File: config.mk
export PLATFORM = sky130hd
export DESIGN_NAME = ackt_tracker
export DESIGN_NICKNAME = d
export VERILOG_FILES = /design/src/rtl/ackt_pkg.sv /design/src/rtl/ackt_popcnt.sv /design/src/rtl/ackt_update.sv /design/src/rtl/ackt_tracker.sv
export SDC_FILE = /design/constraint.sdc
export NUM_CORES = 1
export LEC_CHECK = 0
export BUFFER_PORTS_ARGS = -buffer_cell sky130_fd_sc_hd__buf_2
export CAP_MARGIN = 15
export CORE_MARGIN = 2
export CORE_UTILIZATION = 57
export CTS_BUF_LIST = sky130_fd_sc_hd__clkbuf_4
export CTS_CLUSTER_DIAMETER = 50
export DETAILED_ROUTE_END_ITERATION = 10
export GPL_TIMING_DRIVEN = 1
export HOLD_SLACK_MARGIN = 0.15
export PLACE_DENSITY = 0.88
export SLEW_MARGIN = 25
export SYNTH_ARGS = -nofsm -noshare
export SYNTH_HDL_FRONTEND = slang
export SYNTH_SLANG_ARGS = --single-unit
File: constraint.sdc
create_clock -name clk -period 7.35 [get_ports clk]
set_input_delay 1.47 -clock clk [delete_from_list [all_inputs] [get_ports clk]]
set_output_delay 1.47 -clock clk [all_outputs]
set_load 0.02 [all_outputs]
File: src/rtl/ackt_pkg.sv
package ackt_pkg;
  typedef enum logic [1:0] {
    OP_CLEAR   = 2'd0,
    OP_RESTORE = 2'd1,
    OP_DELIVER = 2'd2,
    OP_ACK     = 2'd3
  } ackt_op_e;
endpackage

File: src/rtl/ackt_popcnt.sv
module ackt_popcnt #(
  parameter int W  = 16,
  parameter int OW = $clog2(W + 1)
) (
  input  logic [W-1:0]  bits_i,
  output logic [OW-1:0] count_o
);
  always_comb begin
    count_o = '0;
    for (int i = 0; i < W; i++) begin
      count_o = count_o + OW'(bits_i[i]);
    end
  end
endmodule

File: src/rtl/ackt_update.sv
module ackt_update
  import ackt_pkg::*;
#(
  parameter int N_DEST = 16,
  localparam int CW = $clog2(N_DEST + 1),
  localparam int IW = (N_DEST > 1) ? $clog2(N_DEST) : 1
) (
  input  logic [N_DEST-1:0] cur_map,
  input  logic [CW-1:0]     cur_cnt,
  input  logic              trk_clear,
  input  logic              rs_step,
  input  logic [IW-1:0]     rs_idx,
  input  logic              rs_match,
  input  logic              rs_pend,
  input  logic              deliver_vld,
  input  logic [N_DEST-1:0] deliver_map,
  input  logic [CW-1:0]     deliver_pop,
  input  logic [N_DEST-1:0] ack,
  input  logic [CW-1:0]     acked_pop,
  output logic [N_DEST-1:0] nxt_map,
  output logic [CW-1:0]     nxt_cnt,
  output logic              nxt_err_deliver,
  output logic              nxt_err_underflow
);
  ackt_op_e op;
  logic     idx_ok;
  logic     cur_bit;

  always_comb begin
    if (trk_clear)                          op = OP_CLEAR;
    else if (rs_step)                       op = OP_RESTORE;
    else if (deliver_vld && cur_cnt == '0)  op = OP_DELIVER;
    else                                    op = OP_ACK;
  end

  assign idx_ok  = (32'(rs_idx) < N_DEST);
  assign cur_bit = idx_ok ? cur_map[rs_idx] : 1'b0;

  always_comb begin
    nxt_map           = cur_map;
    nxt_cnt           = cur_cnt;
    nxt_err_deliver   = 1'b0;
    nxt_err_underflow = 1'b0;
    case (op)
      OP_CLEAR: begin
        nxt_map = '0;
        nxt_cnt = '0;
      end
      OP_RESTORE: begin
        if (rs_match && idx_ok && (cur_bit != rs_pend)) begin
          nxt_map[rs_idx] = rs_pend;
          if (rs_pend) begin
            nxt_cnt = cur_cnt + CW'(1);
          end else if (cur_cnt == '0) begin
            nxt_err_underflow = 1'b1;
          end else begin
            nxt_cnt = cur_cnt - CW'(1);
          end
        end
      end
      OP_DELIVER: begin
        nxt_map = deliver_map;
        nxt_cnt = deliver_pop;
      end
      default: begin
        nxt_err_deliver = deliver_vld;
        nxt_map         = cur_map & ~ack;
        if (acked_pop > cur_cnt) begin
          nxt_err_underflow = 1'b1;
          nxt_cnt           = '0;
        end else begin
          nxt_cnt = cur_cnt - acked_pop;
        end
      end
    endcase
  end
endmodule

File: src/rtl/ackt_tracker.sv
module ackt_tracker #(
  parameter int N_DEST = 16,
  localparam int CW = $clog2(N_DEST + 1),
  localparam int IW = (N_DEST > 1) ? $clog2(N_DEST) : 1
) (
  input  logic              clk,
  input  logic              rst,
  input  logic              trk_clear,
  input  logic              deliver_vld,
  input  logic [N_DEST-1:0] deliver_map,
  input  logic [N_DEST-1:0] ack,
  input  logic              line_assert,
  input  logic              rs_step,
  input  logic [IW-1:0]     rs_idx,
  input  logic              rs_match,
  input  logic              rs_pend,
  output logic [CW-1:0]     pend_cnt,
  output logic [N_DEST-1:0] pend_map,
  output logic              coalesced,
  output logic              err_deliver,
  output logic              err_underflow
);
  logic [CW-1:0]     deliver_pop;
  logic [CW-1:0]     acked_pop;
  logic [N_DEST-1:0] nxt_map;
  logic [CW-1:0]     nxt_cnt;
  logic              nxt_err_deliver;
  logic              nxt_err_underflow;

  ackt_popcnt #(.W(N_DEST), .OW(CW)) u_pop_deliver (
    .bits_i  (deliver_map),
    .count_o (deliver_pop)
  );

  ackt_popcnt #(.W(N_DEST), .OW(CW)) u_pop_ack (
    .bits_i  (ack & pend_map),
    .count_o (acked_pop)
  );

  ackt_update #(.N_DEST(N_DEST)) u_update (
    .cur_map           (pend_map),
    .cur_cnt           (pend_cnt),
    .trk_clear         (trk_clear),
    .rs_step           (rs_step),
    .rs_idx            (rs_idx),
    .rs_match          (rs_match),
    .rs_pend           (rs_pend),
    .deliver_vld       (deliver_vld),
    .deliver_map       (deliver_map),
    .deliver_pop       (deliver_pop),
    .ack               (ack),
    .acked_pop         (acked_pop),
    .nxt_map           (nxt_map),
    .nxt_cnt           (nxt_cnt),
    .nxt_err_deliver   (nxt_err_deliver),
    .nxt_err_underflow (nxt_err_underflow)
  );

  always_ff @(posedge clk) begin
    if (rst) begin
      pend_map      <= '0;
      pend_cnt      <= '0;
      coalesced     <= 1'b0;
      err_deliver   <= 1'b0;
      err_underflow <= 1'b0;
    end else begin
      pend_map      <= nxt_map;
      pend_cnt      <= nxt_cnt;
      coalesced     <= line_assert && (pend_cnt != '0);
      err_deliver   <= nxt_err_deliver;
      err_underflow <= nxt_err_underflow;
    end
  end
endmodule

# Word-level counts from Yosys, hierarchy flattened
# Cells that the tools add are included.
[totals] ff_bits=24 inputBits=44 output_inout_bits=24 elab_cells=79
[op_classes] n_addsub=33 n_lt_le_gt_ge=3 eq_ne=5 n_mux=20 bitwise=3 reduce_logical=10
[ops] operator="5-bit by 1-bit adder with 5-bit output" n=28
[ops] operator="16-bit one-hot mux with 3 select lines" n=1
[ops] operator="16-bit bitwise AND" n=2
[ops] operator="5-bit 2-to-1 mux" n=4
[ops] operator="16-bit bitwise mux" n=1
[ops] operator="16-bit 2-to-1 mux" n=1
[ops] operator="16-bit NOT" n=1
[ops] operator="5-bit one-hot mux with 3 select lines" n=1
[ops] operator="1-bit 2-to-1 mux" n=7
[ops] operator="5-bit by 1-bit adder with 5-bit output, second input constant" n=1
[ops] operator="5-bit greater-than comparator" n=1
[ops] operator="5-bit zero test" n=1
[ops] operator="4-bit by 5-bit less-than comparator with 1-bit output, second input constant" n=1
[ops] operator="5-bit nonzero test" n=1
[ops] operator="5-bit by 1-bit subtractor with 5-bit output, second input constant" n=1
[ops] operator="5-bit subtractor" n=1
[ops] operator="1-bit by 1-bit adder with 2-bit output" n=2
[ops] operator="1-bit binary-select mux with 4-bit select" n=1
[ops] operator="1-bit demux with 4-bit select" n=1
[ops] operator="4-bit by 1-bit >= comparator with 1-bit output, second input constant" n=1
[ops] operator="1-bit logical AND" n=4
[ops] operator="2-bit 2-to-1 mux" n=2
[ops] operator="4-bit OR reduction" n=1
[ops] operator="3-bit != test, second input constant" n=1
[ops] operator="other kinds (8)" n=8

# Depth between registers and ports, before layout
# Gate-level depths: netlist of the first run.
[logic_depth] ltp_word=19 mapped_depth=21 ltp_nobuf=21

# Cells and area by module
# A second synthesis of the first run with hierarchy kept.
[hier_totals] hier_cells=373 hier_area_um2=3069.2
[modules_own_cells] module="ackt_update" instances=1 cells_each=210 area_per_inst_um2=1447.6 seq_area_each_um2=0.0
[modules_own_cells] module="ackt_popcnt" instances=2 cells_each=47 area_per_inst_um2=407.9 seq_area_each_um2=0.0
[modules_own_cells] module="ackt_tracker" instances=1 cells_each=69 area_per_inst_um2=805.8 seq_area_each_um2=480.5

# Least setup slack after synthesis of the first run
# OpenSTA, ideal clock, no wires.
[synth_path] path_kind="input -> register" startpoint="in ack[0]" endpoint="reg pend_cnt[4]" setup_ps=123 arrival_time_ps=6411 required_time_ps=7227 slack_ps=816 path_stages=18 path_buffers=0 path_cell_list="and2_1 -> ha_1 -> inv_1 -> fa_1 -> fa_1 -> fa_1 -> inv_1 -> fa_1 -> fa_1 -> inv_1 -> fa_1 -> fa_1 -> a21o_1 -> a21oi_1 -> xnor2_1 -> a211oi_1 -> a2111oi_0 -> mux2_1"
[synth_via] elab_chain_len=19 elab_cells_between_ends=20 classes_between="add/sub (16); order compare (1); mux (2); bitwise (1)"
[synth_lines] element="start, declared" line="ackt_tracker.sv:11" text="input logic [N_DEST-1:0] ack,"
[synth_lines] element="16-bit bitwise AND (*)" line="ackt_tracker.sv:36" text=".bits_i (ack & pend_map),"
[synth_lines] element="1-bit by 1-bit adder with 2-bit output (*)" line="ackt_popcnt.sv:11" text="count_o = count_o + OW'(bits_i[i]);"
[synth_lines] element="5-bit by 1-bit adder with 5-bit output (*) (14 in series)" line="ackt_popcnt.sv:11"
[synth_lines] element="5-bit subtractor / 5-bit greater-than comparator (equally long branches)" line="ackt_update.sv:72, ackt_update.sv:68"
[synth_lines] element="5-bit 2-to-1 mux (*)" line="ackt_update.sv:68" text="if (acked_pop > cur_cnt) begin"
[synth_lines] element="5-bit one-hot mux with 3 select lines (*)" line="ackt_update.sv:44" text="case (op)"
[synth_lines] element="end signal, assigned" line="ackt_tracker.sv:68" text="pend_cnt <= nxt_cnt;"
[synth_lines] element="end, declared" line="ackt_tracker.sv:17" text="output logic [CW-1:0] pend_cnt,"
# Mark *: on every way between the ends. The rest lies on a longest branch, timed or not.
# A chain may end at the register's enable or synchronous reset.

# Worst setup path in the final report of the first run
# Ends and elaborated chain as after synthesis.

==> results of run 1 <==
-- sequential cells by signal (all words and copies together), names as in the netlist --
name           count
pend_map          16
pend_cnt           5
coalesced          1
err_deliver        1
err_underflow      1
-- final timing paths --
check	startpoint	end	slack, ns	cells past startpoint
max	ack[0]	pend_cnt[4]$_SDFFE_PP0P_	0.73	19
min reg2reg	pend_map[15]$_SDFFE_PP0P_	pend_map[15]$_SDFFE_PP0P_	0.57	2
min	pend_map[15]$_SDFFE_PP0P_	pend_map[15]$_SDFFE_PP0P_	0.57	2
max reg2reg	pend_map[1]$_SDFFE_PP0P_	pend_cnt[4]$_SDFFE_PP0P_	1.52	18
-- critical path: stages --
cell	delay [ns]
buf_2	0.10
and2_1	0.15
ha_1	0.27
inv_1	0.05
fa_1	0.50
fa_1	0.52
fa_1	0.55
inv_1	0.06
fa_1	0.50
fa_1	0.46
inv_1	0.08
fa_1	0.45
fa_1	0.45
a21o_1	0.20
a21oi_1	0.21
xnor2_1	0.15
a211oi_1	0.10
a2111oi_0	0.44
mux2_1	0.19
-- synthesized netlist by cell type (14+ instances only) --
cell type   n  share of area [%]
a21oi_1    14                2.3
o311ai_1   17                5.0
mux2i_1    15                5.0
ha_1       18                7.5
inv_1      38                4.8
fa_1       22                 15
o41ai_1    16                4.7
o21ai_0    28                4.7
dfxtp_1    24                 16
nor2_1     26                3.3
clkbuf_1   15                1.9
nand2_1    27                3.4
-- metrics by stage --
stage | util [%] | area [um^2] | setup slack, ns | instances | power (W)
floorplan | - | 3000 | 0.816 | 365 | 0.000380
global placement | 64.6 | 3300 | 0.563 | 480 | 0.000448
detailed placement | 64.6 | 3300 | 0.381 | 480 | 0.000463
CTS | 65.7 | 3350 | 0.734 | 484 | 0.000566
global route | 65.7 | 3350 | 0.394 | 484 | 0.000609
finish | 65.7 | 3350 | 0.731 | 484 | 0.000572
-- layout by cell type (no fill, tap or decap), types with 2 or more instances in the layout --
master	count
ha_1	18
o311ai_0	9
a21oi_1	14
mux2i_1	15
a211oi_1	2
nor2b_1	9
nand2b_1	8
a21o_1	7
o31ai_1	4
a22oi_2	3
o41ai_1	16
or4_1	2
fa_1	22
a22oi_1	3
and2_1	7
nor2_1	26
o21a_1	2
xnor2_1	3
buf_4	2
clkbuf_4	3
inv_1	38
buf_2	67
nand4b_1	2
o311ai_1	17
xor2_1	6
o21ai_0	28
nand2_1	27
and3_1	2
nor3_1	9
dfxtp_1	24
-- cell type report --
type	count	area, um^2
clock buffers	3	22.5
repair buffers	69	350
clock inverters	1	30.0
multi-input cells	279	2240
flip-flops and latches	24	480
inverters	38	143
well taps	70	87.6
fillers	431	1750
-- kinds of logic (layout without fill, tap and decap cells) --
| logic type | Yosys count | count (layout) | share of synthesized area [%] |
|---|---|---|---|
| and+or+nand+nor | 100 | 100 | 16.6 |
| AOI/OAI and AO/OA | 114 | 114 | 27.9 |
| muxes | 16 | 16 | 5.38 |
| buffers and inverters | 62 | 111 | 9.34 |
| adders and majority gates | 40 | 40 | 22.2 |
| xor gates and xnor gates | 9 | 9 | 2.63 |
| DFF | 24 | 24 | 16.0 |
-- power groups by stage --
stage | combinational (W) | sequential (W) | clock (W)
after floorplan | 0.000216 | 0.000164 | 0
after global placement | 0.000292 | 0.000156 | 0
after detailed placement | 0.000307 | 0.000157 | 0
after CTS | 0.000308 | 0.000154 | 0.000105
after global routing | 0.000344 | 0.000155 | 0.000109
final | 0.000311 | 0.000155 | 0.000106
-- layer usage --
layer  GRT usage, %  share of wire, %  vias up
li1               -                 -     1423
met1           43.9                42     1492
met2           47.9                47      197
met3           2.13               9.1       13
met4           6.73               1.3        0
met5              0                 0        -
==> impl_metrics.tcl, run 1 <==
set metrics [dict create \
    io_pins 68 \
    overflow 0 \
    hp-class "flop to flop" \
    drtIter0Drc 377 \
    grt_pass1_wl_um 14000 \
    drc 0 \
    worst_slew_pin_slew_ns 0.750 \
    status "completed" \
    grt_max_degree 47 \
    cp-start-kind "input pin" \
    worstPathArrival_ns 6.93 \
    wl_per_cell_um 18.1 \
    n_antenna_cell 0 \
    period_minus_slack_ns 6.62 \
    nets 499 \
    p_leak_nw 1.54 \
    synth_nets 449 \
    antenna_found_initial 0 \
    cts_buffer_depth 2 \
    synth_ff_type "dfxtp_1" \
    p_switching_w 0.000248 \
    cts_hold_buffers 0 \
    mappedNetlistArea_um2 3000 \
    fp.dieW_um 76.6 \
    path_max_fanout 2 \
    postRouteAntennaNets 0 \
    ir_worst_vdd_mv 0.119 \
    cts_tree "yes" \
    critPathRequiredTime_ns 7.66 \
    p_int_w 0.000323 \
    core_area_um2 5110 \
    hold_ws_ns 0.570 \
    syn_inst 365 \
    postCtsSetupRepairBufs 0 \
    slew_headroom_pct 49.9 \
    yosys.cell_types.count 50 \
    power_density_nw_per_um2 170 \
    cts_buffers 3 \
    async_flop_share_pct 0 \
    maxSlewViolCount 0 \
    yosys_warnings 0 \
    die_area_um2 5860 \
    vias_per_cell 6.46 \
    clkSinkCount 24 \
    dp_hpwl_um 6760 \
    period_share_pct 90.1 \
    num_vias 3125 \
    synth-edff-count 0 \
    drive_gt1_share_pct 19.3 \
    initial_core_util_pct 58.7 \
    hold_viol_final 0 \
    crit_type "input pin to flop" \
    io_buffer_count 67 \
    rsz0062_at_grt "no" \
    p_comb_share_pct 54.4 \
    grt_pass1_vias 2826 \
    gp_congestion 0.951 \
    first_pass_iters 6 \
    yosysSeqAreaShare_pct 16.0 \
    area_delta_synth_final_pct 11.8 \
    maxCapViolations 0 \
    fin_worst_skew_ns 0.00942 \
    fp.dieH_um 76.6 \
    synth-seq-cells 24 \
    cts.clk_slew.worst_paths_ns 0.16 \
    grt_usage_pct 29.8 \
    htreeDepth 1 \
    cts_resized 0 \
    setup_viol 0 \
    rows 26 \
    switching_share_pct 43.4 \
    fmax_mhz 151 \
    avgSynthCellArea_um2 8.22 \
    cts-root-buf "clkbuf_4" \
    seq_power_share_pct 27.0 \
    tns_ns 0 \
    end_kind "flop" \
    clock_latency_ns 0.35 \
    clkPwrFrac_pct 18.6 \
    wirelength_um 8780 \
]
Note: power is estimated with default switching activity, not from simulation.
==> run 2, diff against run 1 <==
Clock period 7.35 ns to 6.1 ns, I/O delays scaled along.
==> impl_metrics.tcl, run 2 (synthesis gave the netlist of run 1 again) <==
set metrics [dict create \
    status "completed" \
    cts_tree "yes" \
    overflow 0 \
    initial_core_util_pct 58.7 \
    fp.dieH_um 76.6 \
    end_kind "flop" \
    rrSetupSlack_ns 0.75 \
    area_delta_synth_final_pct 12.5 \
    n_antenna_cell 0 \
    largest_reg_flops 16 \
    regToRegEndpoint "pend_cnt[4]$_SDFFE_PP0P_" \
    reg2reg_from "pend_map[1]$_SDFFE_PP0P_" \
    power_density_nw_per_um2 197 \
    io_buffer_count 67 \
    die_area_um2 5860 \
    p_int_w 0.000362 \
    critPathRequiredTime_ns 6.35 \
    drc 0 \
    clkSinkCount 24 \
    setup_ws_ns 0.193 \
    setup_viol 0 \
    switching_share_pct 45.5 \
    num_vias 3142 \
    fmax_mhz 169 \
    crit_end "pend_cnt[4]$_SDFFE_PP0P_" \
    drive_gt1_share_pct 21.2 \
    cts_buffers 3 \
    place_ws_ns -0.392 \
    worstPathArrival_ns 6.15 \
    reg2regPathDepth 18 \
    cts_buffer_depth 2 \
    clock_latency_ns 0.33 \
    slowest_delay_ns 0.54 \
    p_comb_share_pct 60.2 \
    slew_headroom_pct 44.6 \
    core_area_um2 5110 \
    maxSlewViolCount 0 \
    hold_path_startpoint "pend_map[15]$_SDFFE_PP0P_" \
    fill_cells 445 \
    hold_ws_ns 0.566 \
    vias_per_cell 6.48 \
    rows 26 \
    worst_slew_pin_slew_ns 0.831 \
    io_pins 68 \
    cts.clk_slew.worst_paths_ns 0.15 \
    hp-class "flop to flop" \
    cp_cell_sequence "buf_2 > and2_1 > ha_1 > inv_1 > fa_1 > fa_1 > fa_1 > inv_1 > fa_1 > fa_2 > inv_1 > fa_1 > fa_2 > a21o_1 > a21oi_2 > xnor2_1 > a211oi_2 > a2111oi_2 > mux2_4" \
    period_minus_slack_ns 5.91 \
    tns_ns 0 \
    grt_pass1_wl_um 14200 \
    final_common_cell "buf_2" \
    startpoint "ack[0]" \
    fp.dieW_um 76.6 \
    crit_path_top_delay_cell "fa_1" \
    crit_type "input pin to flop" \
    first_pass_iters 5 \
    grt_usage_pct 30.2 \
    grt_max_degree 47 \
    gp_congestion 0.973 \
    postRouteAntennaNets 0 \
    rsz0062_at_grt "no" \
    wl_per_cell_um 18.3 \
    ir_worst_vdd_mv 0.118 \
    path_max_fanout 2 \
    grt_pass1_vias 2884 \
    seq_power_share_pct 28.1 \
    p_switching_w 0.000301 \
    htreeDepth 1 \
    cp-start-kind "input pin" \
    final_cells 485 \
    final_cell_mix "buf_2, inv_1, o21ai_0, nand2_1, nor2_1" \
    antenna_found_initial 0 \
    fin_worst_skew_ns 0.00496 \
    crit_cells 19 \
    path_delay_family "adder cells" \
    clkPwrFrac_pct 11.7 \
    wirelength_um 8860 \
    drtIter0Drc 430 \
    regMostFlops "pend_map" \
    nets 501 \
    totalPowerFinal_w 0.000663 \
    maxCapViolations 0 \
    hold_viol_final 0 \
    dp_hpwl_um 6840 \
    dp_cells 481 \
    cp_common_cell "fa_1" \
    critPathBufInv 4 \
    period_share_pct 96.8 \
    cts-root-buf "clkbuf_4" \
    p_leak_nw 1.54 \
    reg_top3 "pend_map (16), pend_cnt (5)" \
]
run 2: changes by cell type in the layout (fill, tap and decap cells not counted), sizes merged:
cell,change
bufinv,-1
buf,+2
run 2: how the worst min path moves through the flow:
stage	slack (ns)	endpoint	cells after the start
floorplan	0.57	pend_cnt[3]$_SDFFE_PP0P_	2
global placement	0.53	pend_map[11]$_SDFFE_PP0P_	2
detailed placement	0.53	pend_map[15]$_SDFFE_PP0P_	2
CTS	0.56	pend_map[15]$_SDFFE_PP0P_	2
global route	0.60	pend_map[15]$_SDFFE_PP0P_	2
finish	0.57	pend_map[15]$_SDFFE_PP0P_	2
run 2: per-layer routing:
layer / track usage, % / vias to the layer above / share of wire [%]
li1: - / 1424 / -
met1: 43.6 / 1467 / 40
met2: 47.3 / 222 / 46
met3: 2.37 / 29 / 11
met4: 11.1 / 0 / 2.8
met5: 0 / - / 0
run 2: what timing repair did:
item	4_1_cts	5_1_grt
endpoints found under the setup margin	1	2
resized for setup	1	3
hold buffers	0	0
pin swaps	0	10
endpoints found under the hold margin	0	0
buffers inserted	0	1
run 2: power groups by stage:
stage	Combinational, W	Sequential (W)	Clock [W]
final	0.000399	0.000186	0.0000777
after global routing	0.000439	0.000188	0.0000841
after CTS	0.000391	0.000185	0.0000769
after detailed placement	0.000386	0.000189	0
after global placement	0.000365	0.000189	0
after floorplan	0.000264	0.000197	0
run 2: worst register-to-register path: cells and delay by family, from the launching register on:
family / cells / cell delay, ns
compound gates: 4 / 0.64
xor+xnor: 1 / 0.09
fa+ha+maj: 8 / 3.40
buf+inv: 3 / 0.19
flops: 1 / 0.49
mux: 1 / 0.29
simple gates: 1 / 0.17
run 2: layout make-up:
cell class                 instances  area, um^2  area share (%)
sequential                        24         480            14.2
tap                               70        87.6            2.60
clock buffer                       3        22.5           0.667
timing repair buffer              71         365            10.8
multi-input combinational        279        2280            67.4
inverter                          38         143            4.23
run 2: metrics by stage:
stage	util (%)	instance area, um^2
3_3_place_gp	64.9	3320
4_1_cts	65.7	3360
5_1_grt	66.1	3370
3_5_place_dp	65.2	3330
6_report	66.1	3370
2_1_floorplan	-	3010
==> run 3, diff against run 2 <==
Settings changed: CORE_UTILIZATION 57 to 40, PLACE_DENSITY 0.88 to 0.66.
==> impl_metrics.tcl, run 3 (synthesis gave the netlist of run 1 again) <==
set metrics [dict create \
    status "completed" \
    dp_cells 511 \
    p_leak_nw 1.56 \
    cts_tree "yes" \
    fin_worst_skew_ns 0.0310 \
    clkSinkCount 24 \
    final_common_cell "buf_2" \
    grt_max_degree 47 \
    slew_headroom_pct 50.1 \
    postRouteAntennaNets 0 \
    maxSlewViolCount 0 \
    final_cell_mix "buf_2, inv_1, o21ai_0, nand2_1, nor2_1" \
    path_delay_family "adder cells" \
    reg_top3 "pend_map (16), pend_cnt (5)" \
    setup_viol 0 \
    fill_cells 740 \
    period_minus_slack_ns 5.95 \
    period_share_pct 97.6 \
    grt_usage_pct 22.1 \
    worst_slew_pin_slew_ns 0.747 \
    cp_common_cell "fa_1" \
    wirelength_um 9280 \
    critPathRequiredTime_ns 6.34 \
    num_vias 3003 \
    fp.dieH_um 90.6 \
    worstPathArrival_ns 6.19 \
    largest_reg_flops 16 \
    final_cells 516 \
    nets 502 \
    htreeDepth 1 \
    initial_core_util_pct 41.4 \
    clock_latency_ns 0.36 \
    cts_buffers 3 \
    io_buffer_count 67 \
    vias_per_cell 5.82 \
    critPathBufInv 4 \
    first_pass_iters 5 \
    end_kind "flop" \
    dp_hpwl_um 7310 \
    regMostFlops "pend_map" \
    power_density_nw_per_um2 206 \
    crit_type "input pin to flop" \
    maxCapViolations 0 \
    path_max_fanout 2 \
    die_area_um2 8210 \
    area_delta_synth_final_pct 14.8 \
    slowest_delay_ns 0.56 \
    wl_per_cell_um 18.0 \
    cts-root-buf "clkbuf_4" \
    cts.clk_slew.worst_paths_ns 0.18 \
    totalPowerFinal_w 0.000709 \
    core_area_um2 7250 \
    hold_viol_final 0 \
    antenna_found_initial 0 \
    rows 31 \
    drive_gt1_share_pct 21.3 \
    crit_path_top_delay_cell "fa_1" \
    cp-start-kind "input pin" \
    overflow 0 \
    io_pins 68 \
    cts_buffer_depth 2 \
    fmax_mhz 168 \
    gp_congestion 0.922 \
    grt_pass1_wl_um 14500 \
    multi_input_area_um2 2270 \
    cp_cell_sequence "buf_2 > and2_1 > ha_1 > inv_1 > fa_1 > fa_1 > fa_1 > inv_1 > fa_1 > fa_2 > inv_1 > fa_1 > fa_2 > a21o_1 > a21oi_2 > xnor2_1 > a211oi_2 > a2111oi_2 > mux2_4" \
    drtIter0Drc 246 \
    grt_pass1_vias 2783 \
    n_antenna_cell 0 \
    rsz0062_at_grt "no" \
    fp.dieW_um 90.6 \
    drc 0 \
    tns_ns 0 \
    final-seq-area_um2 480 \
    hp-class "flop to flop" \
    ir_worst_vdd_mv 0.0694 \
]
## run 3: power breakdown
group / internal [W] / total [W] / switching [W]
clock: 0.0000665 / 0.000128 / 0.0000610
combinational: 0.000167 / 0.000395 / 0.000228
sequential: 0.000168 / 0.000187 / 0.0000184
## run 3: stage by stage
stage / util, % / hold WS (ns) / setup WS (ns) / cell area [um^2]
2_1_floorplan: - / 0.569 / 0.0298 / 3010
3_3_place_gp: 46.3 / 0.533 / -0.229 / 3360
3_5_place_dp: 46.5 / 0.528 / -0.394 / 3370
4_1_cts: 47.3 / 0.551 / 0.0325 / 3430
5_1_grt: 47.5 / 0.577 / 0.0138 / 3440
6_report: 47.5 / 0.556 / 0.149 / 3440
## run 3: routing by layer
| metal | track usage, % | up-vias | routed length, um |
|---|---|---|---|
| li1 | - | 1430 | - |
| met1 | 32.0 | 1462 | 4380 |
| met2 | 35.0 | 99 | 4240 |
| met3 | 1.92 | 12 | 492 |
| met4 | 6.54 | 0 | 167 |
| met5 | 0 | - | 0 |
## run 3: cell type report
class | instances | share of cell area [%]
well taps | 99 | 3.60
flip-flops and latches | 24 | 13.9
clock buffers | 3 | 0.654
clock inverters | 1 | 0.872
repair buffers | 72 | 10.8
inverters | 38 | 4.14
multi-input cells | 279 | 66.0
## run 3: final timing paths
kind / from / endpoint / slack [ns] / cells after the start
worst max-delay path: ack[1] / pend_cnt[4]$_SDFFE_PP0P_ / 0.15 / 19
worst min-delay path: pend_map[15]$_SDFFE_PP0P_ / pend_map[15]$_SDFFE_PP0P_ / 0.56 / 2
worst max register to register: pend_map[0]$_SDFFE_PP0P_ / pend_cnt[4]$_SDFFE_PP0P_ / 0.70 / 18
worst min register to register: pend_map[15]$_SDFFE_PP0P_ / pend_map[15]$_SDFFE_PP0P_ / 0.56 / 2
## run 3: worst register-to-register path, stage by stage, from the launching register on
cell and delay (ns):
dfxtp_1 0.40, and2_1 0.16, ha_1 0.27, inv_1 0.05, fa_1 0.56, fa_1 0.45
fa_1 0.55, inv_1 0.05, fa_1 0.47, fa_2 0.35, inv_1 0.07, fa_1 0.45
fa_2 0.38, a21o_1 0.19, a21oi_2 0.15, xnor2_1 0.10, a211oi_2 0.25, a2111oi_2 0.07
mux2_4 0.29
## run 3: timing repair
item | in CTS | in global routing
pin swaps | 0 | 9
endpoints found under the setup margin | 1 | 1
resized for setup | 2 | 2
setup buffers | 0 | 1
hold buffers | 0 | 0
hold endpoints to repair | 0 | 0
